### config.mk
export PLATFORM = sky130hd
export DESIGN_NAME = ivtimer
export DESIGN_NICKNAME = d
export VERILOG_FILES = /design/src/rtl/ivtimer.sv
export SDC_FILE = /design/constraint.sdc
export NUM_CORES = 1
export LEC_CHECK = 0
export ABC_AREA = 1
export BUFFER_PORTS_ARGS = -buffer_cell sky130_fd_sc_hd__buf_2
export CAP_MARGIN = 20
export CORE_ASPECT_RATIO = 0.5
export CORE_UTILIZATION = 48
export CTS_BUF_LIST = sky130_fd_sc_hd__clkbuf_4
export DETAILED_ROUTE_END_ITERATION = 12
export PLACE_DENSITY = 0.75
export SYNTH_ARGS = -nofsm -noshare
export SYNTH_HDL_FRONTEND = slang
export SYNTH_SLANG_ARGS = --single-unit
### constraint.sdc
create_clock -name clk -period 2.53 [get_ports clk]
set_input_delay 0.3795 -clock clk [delete_from_list [all_inputs] [get_ports clk]]
set_output_delay 0.3795 -clock clk [all_outputs]
set_load 0.05 [all_outputs]
### src/rtl/ivtimer.sv
module ivtimer #(
  parameter int CW    = 32,
  parameter int AW    = 5,
  parameter int PRE_W = 8
) (
  input  logic          clk,
  input  logic          rst_n,
  input  logic [AW-1:0] addr,
  input  logic [CW-1:0] wdata,
  input  logic          wr_en,
  input  logic          tick_en,
  output logic [CW-1:0] rdata,
  output logic          irq
);
  localparam int HW = CW / 2;

  logic [CW-1:0]    cnt, rel;
  logic [7:0]       ctrl;
  logic [PRE_W-1:0] pre;
  logic             raw;

  wire sel_ld  = wr_en && addr[AW-1:2] == 3'd0;
  wire sel_ctl = wr_en && addr[AW-1:2] == 3'd2;
  wire sel_clr = wr_en && addr[AW-1:2] == 3'd3;
  wire sel_bg  = wr_en && addr[AW-1:2] == 3'd6;

  wire one_shot = ctrl[0];
  wire wide     = ctrl[1];
  wire periodic = ctrl[6];
  wire run      = ctrl[7] && tick_en;

  logic pre_hit;
  always_comb begin
    case (ctrl[3:2])
      2'b01:   pre_hit = &pre[3:0];
      2'b10:   pre_hit = &pre;
      default: pre_hit = 1'b1;
    endcase
  end

  wire step    = run && pre_hit && !sel_ld;
  wire at_zero = wide ? (cnt == '0) : (cnt[HW-1:0] == '0);
  wire at_one  = wide ? (cnt == CW'(1)) : (cnt[HW-1:0] == HW'(1));
  wire event_z = step && at_one;

  logic [CW-1:0] wrap_val, next_dn;
  always_comb begin
    if (periodic) wrap_val = wide ? rel : {{HW{1'b0}}, rel[HW-1:0]};
    else          wrap_val = wide ? {CW{1'b1}} : {{HW{1'b0}}, {HW{1'b1}}};
    next_dn = wide ? cnt - 1'b1 : {cnt[CW-1:HW], cnt[HW-1:0] - 1'b1};
  end

  always_ff @(posedge clk or negedge rst_n) begin
    if (!rst_n) begin
      cnt <= '1;
      rel <= '0;
      pre <= '0;
    end else if (sel_ld) begin
      cnt <= wdata;
      rel <= wdata;
      pre <= '0;
    end else begin
      if (sel_bg) rel <= wdata;
      if (sel_ctl) pre <= '0;
      else if (run) pre <= pre + 1'b1;
      if (step) begin
        if (!at_zero) cnt <= next_dn;
        else if (!one_shot) cnt <= wrap_val;
      end
    end
  end

  always_ff @(posedge clk or negedge rst_n) begin
    if (!rst_n) ctrl <= '0;
    else if (sel_ctl) ctrl <= wdata[7:0];
  end

  always_ff @(posedge clk or negedge rst_n) begin
    if (!rst_n) raw <= 1'b0;
    else if (event_z) raw <= 1'b1;
    else if (sel_clr) raw <= 1'b0;
  end

  assign irq = raw && ctrl[5];

  always_comb begin
    case (addr[AW-1:2])
      3'd0, 3'd6: rdata = rel;
      3'd1:       rdata = cnt;
      3'd2:       rdata = {{(CW-8){1'b0}}, ctrl};
      3'd4:       rdata = {{(CW-1){1'b0}}, raw};
      3'd5:       rdata = {{(CW-1){1'b0}}, irq};
      default:    rdata = '0;
    endcase
  end

  p_load_now_r2: assert property (@(posedge clk) disable iff (!rst_n)
    sel_ld |=> (cnt == $past(wdata) && rel == $past(wdata)));
  p_bg_keeps_count_r3: assert property (@(posedge clk) disable iff (!rst_n)
    (sel_bg && !step) |=> (cnt == $past(cnt) && rel == $past(wdata)));
  p_idle_holds_r4: assert property (@(posedge clk) disable iff (!rst_n)
    (!tick_en && !sel_ld) |=> $stable(cnt));
  p_oneshot_stays_r6: assert property (@(posedge clk) disable iff (!rst_n)
    (one_shot && at_zero && !sel_ld) |=> $stable(cnt));
  p_zero_sets_flag_r6: assert property (@(posedge clk) disable iff (!rst_n)
    event_z |=> raw);
  p_clear_r9: assert property (@(posedge clk) disable iff (!rst_n)
    (sel_clr && !event_z) |=> !raw);
  p_mask_r10: assert property (@(posedge clk) disable iff (!rst_n)
    !ctrl[5] |-> !irq);
endmodule

Word level (Yosys, flattened, before mapping):

Index checks and enable logic that the tools add are counted.

* add/sub/neg operators: 3
* $mul: 0
* div/mod/pow operators: 0
* magnitude comparators: 0
* equality and inequality tests: 11
* shift-type cells: 0
* mux-type cells: 19
* bitwise gates (word level): 0
* reductions and logical operators: 23

Operators by type and width (number)
* two-way mux 32 bit: 10
* case mux 32 bit (5 select lines): 1
* equality test 32 x 1 -> 1 bit, second input constant: 1
* logical NOT 32 bit: 1
* subtractor 32 x 1 -> 32 bit, second input constant: 1
* two-way mux 8 bit: 3
* equality test 16 x 1 -> 1 bit, second input constant: 1
* logical NOT 16 bit: 1
* subtractor 16 x 1 -> 16 bit, second input constant: 1
* equality test 3 bit, second input constant: 3
* logical AND 1 bit: 9
* adder 8 x 1 -> 8 bit, second input constant: 1
* AND reduction 8 bit: 1
* equality test 3 x 2 -> 1 bit, second input constant: 2
* nonzero test 2 bit: 3
* nonzero test 3 bit: 2
* two-way mux 1 bit: 4
* AND reduction 4 bit: 1
* equality test 3 x 1 -> 1 bit, second input constant: 1
* logical NOT 3 bit: 1
* != test 3 bit, second input constant: 1
* AND reduction 3 bit: 1
* equality test 2 x 1 -> 1 bit, second input constant: 1
* equality test 2 bit, second input constant: 1
* other kinds (4): 4

* flip-flop bits (word level): 81
* bits in latches: 0
* bits in writable memories: 0
* memory bits (read-only): 0
* input bits: 41
* output and inout bits: 33
* word-level logic and storage cells: 62
* memories kept: 0

Logic depth before layout (Yosys ltp):

* depth in word-level cells: 6
* gate-level depth with buffers: 13
* mapped depth without buffers: 13

Worst setup path before layout:

Ideal clock, no wire load.

* path type: in2out
* from: in addr[3]
* to: out rdata[21]
* arrival time: 1.975 ns
* data required time: 2.151 ns
* setup slack: 0.175 ns
* cell stages on the path: 5
* path buffers: 1
* path through: inv_1 > nor2_1 > o21ai_1 > clkbuf_1 > o21ai_0

* longest elaborated chain between the ends: 3

Ends and longest elaborated chain
* start: declaration: line 8 `input logic [AW-1:0] addr,`
* equality test 3 bit / logical NOT 3 bit (equally long branches): line 87 `case (addr[AW-1:2])`
* OR reduction 2 bit: line 87
* case mux 32 bit (5 select lines) (*): line 87
* end: declaration: line 12 `output logic [CW-1:0] rdata,`

Every way passes the cells marked *; elsewhere a longest branch is shown, timed or not.

Final worst setup path:

* from: in addr[4]
* to: out rdata[5]

The elaborated chain is that of the path after synthesis.

==> flow_metrics.py <==
metrics = {
    "global_route": {
        "first_global_vias": 5535,
        "grt_usage": 0.300,
        "grt_start_max_net_pins": 50,
        "gr-total-overflow": 0,
        "grt_pass1_wl_mm": 28.3,
        "antenna_found_initial": 0,
    },
    "timing": {
        "finalCritPeriodShare": 0.916,
        "fin_crit_ps": 2320,
        "tightest_slew_ps": 533,
        "maxSlewViolCount": 0,
        "hold_violations": 0,
        "finalSetupViolCount": 0,
        "grt_setup_unrepaired": "no",
        "finalClockSkew_ps": 20.0,
        "clock.fmax_mhz": 432,
        "relSlewSlack": 0.644,
        "finalSetupTns_ps": 0,
        "setup_slack_ps": 214,
    },
    "critical_path": {
        "start_kind": "input pin",
        "critPathSlowestCell": "inv_1",
        "crit_fanout": 7,
        "crit_chain": "buf_2 > inv_1 > nand3_1 > inv_1 > nand2_1 > o221ai_1 > buf_2",
        "endpoint_kind": "output pin",
        "crit_buf_inv": 4,
        "arrival_ps": 1940,
        "critPathTopFamily": "buffers and inverters",
        "crit_path_max_incr_delay_ps": 460,
        "cp.required_ps": 2150,
        "timing_worst_setup_path_type": "input pin to output pin",
    },
    "layout": {
        "mostFrequentLayoutCell": "nand2_1",
        "area_growth_syn_to_layout_pct": 12.8,
        "diodes": 0,
        "fin_util": 0.565,
        "final_cell_mix": "nand2_1 (230), nor2_1 (121), inv_1 (108)",
        "drive_gt1_frac": 0.197,
        "fin_nets": 960,
    },
    "power_and_ir_drop": {
        "pwr-share-comb": 0.474,
        "seqPwrFrac": 0.399,
        "p_per_area_mw_per_mm2": 911,
        "ir_worst_vdd_mv": 0.334,
        "p_leak_nw": 3.14,
        "clockPowerShare": 0.127,
        "swShare": 0.497,
        "p_sw_mw": 2.86,
        "p_int_mw": 2.90,
    },
    "synth": {
        "yosys_most_used_dff": "dfrtp_1",
        "yosysSeqAreaShare": 0.369,
        "synth_fp_nets": 887,
        "synth_area_per_cell_um2": 6.66,
        "syn_area_mm2": 0.00560,
        "synth_area_leader_cell": "dfrtp_1",
        "synth_top_area_frac": 0.219,
        "synth_top_cells_by_area": "dfrtp_1 (22%), nand2_1 (15%), dfstp_2 (15%)",
        "netlist_instances": 841,
        "synthArstFlopShare": 1.00,
        "ys_ff_latch": 81,
        "yosysWarnings": 0,
        "synth_cell_types": 34,
        "synth_edf_count": 0,
    },
    "clocking": {
        "clockRootBuffer": "clkbuf_4",
        "cts.clk_slew.worst_paths_ps": 140,
        "cts_tree": "built",
        "postCtsSetupBuffers": 0,
        "cts_made_buffers": 9,
        "cts.sinks": 81,
        "clkLatencyLatePin_ps": 460,
        "htree_levels": 3,
        "cts_buffer_depth": 2,
    },
    "placement": {
        "dpl.hpwl_mm": 12.6,
        "dp_slack_ps": 205,
        "io_buffers": 71,
        "routabilityCongestion": 0.987,
    },
    "detailed_routing": {
        "wl_per_cell_um": 15.5,
        "remaining_drc_errors": 0,
        "firstDrtPassIters": 6,
        "drtAntennaViolNets": 0,
        "totalWireLength_mm": 16.7,
        "first_iter_violations": 629,
        "vias": 5802,
        "vias_per_cell": 5.38,
    },
    "run": {
        "max-cap-violations": 0,
    },
    "floorplanning": {
        "rows": 27,
        "coreArea_mm2": 0.0112,
        "die_x_um": 155,
        "io_pins": 74,
        "die-area_mm2": 0.0121,
        "start_util": 0.501,
        "die_h_um": 78.4,
    },
    "worst_hold_path": {
        "hp-class": "input pin to flip-flop",
    },
    "run_status": {
        "status": "complete, no violations",
    },
}
-- cell type report --
cell class,instances,area (um2)
clock inverter,7,53.8
inverter,111,417
fill,1111,4860
sequential,81,2070
multi-input combinational,622,3010
timing repair buffer,89,508
clock buffer,9,67.6
tap,159,199
-- flip-flops by register name, summed over array words and instances, names as in the netlist --
name  flops
pre       8
cnt      32
raw       1
rel      32
ctrl      8
-- cells by family (layout without fill, tap and decap cells) --
group	count (synthesis)	after routing	share of synthesized area
and+or+nand+nor	485	485	0.377
buffers and inverters	138	216	0.0972
AOI/OAI and AO/OA	122	122	0.130
DFF	81	81	0.369
xor gates and xnor gates	10	10	0.0156
adders and majority gates	5	5	0.0112
-- path summary, 6_finish.rpt --
path / from / end / slack (ps) / depth (start not counted)
worst min register to register: cnt[12] / cnt[12] / 500 / 2
max in group asynchronous: rst_n / cnt[30] / 1450 / 3
worst min-delay path: wdata[12] / rel[12] / 130 / 3
worst max-delay path: addr[4] / rdata[5] / 210 / 7
min in group asynchronous: rst_n / rel[9] / 380 / 2
worst max register to register: cnt[0] / cnt[5] / 220 / 11
-- tightest hold or removal path: stages --
cell	delay [ps]
buf_2	80
nand2_1	40
o21ai_0	60
-- per-layer routing --
metal	share of wire	GRT usage	vias to the layer above
li1	-	-	2841
met1	0.47	0.439	2682
met2	0.43	0.451	262
met3	0.090	0.0618	17
met4	0.0095	0.0723	0
met5	0	0	-
-- synth_stat cells, types with 4 or more instances --
master,instances
dfstp_2,32
a21oi_2,9
nor2_2,13
dfrtp_1,49
o221ai_1,7
ha_1,5
nand2_4,5
a21oi_1,10
inv_1,108
o22ai_1,22
nor2_1,122
o21ai_1,7
nand2_1,230
nand4_1,14
o21ai_0,62
nand2_2,5
clkbuf_1,18
buf_2,6
or2_2,4
nand3_1,80
xor2_1,10
nor3_1,5
-- metrics by stage --
step	power [mW]	instances	hold slack (ps)	instance area (um2)
after floorplan	4.25	841	83.9	5600
after global placement	4.92	1061	363	6180
after detailed placement	4.99	1061	373	6180
after CTS	5.73	1078	111	6310
after global routing	6.21	1078	117	6320
final	5.76	1078	125	6320
-- power by group through the flow --
stage | Clock, mW | Combinational, mW | Sequential, mW
after floorplan | 0 | 2.09 | 2.16
after detailed placement | 0 | 2.68 | 2.31
final | 0.734 | 2.73 | 2.30
after global routing | 0.798 | 3.05 | 2.37
after global placement | 0 | 2.63 | 2.29
after CTS | 0.744 | 2.70 | 2.29
-- timing repair --
item	in CTS	in global routing
endpoints found under the hold margin	16	0
gates resized for setup	0	1
hold buffers	1	0
endpoints found under the setup margin	0	1
No activity file was read; power rests on OpenSTA's default activity.
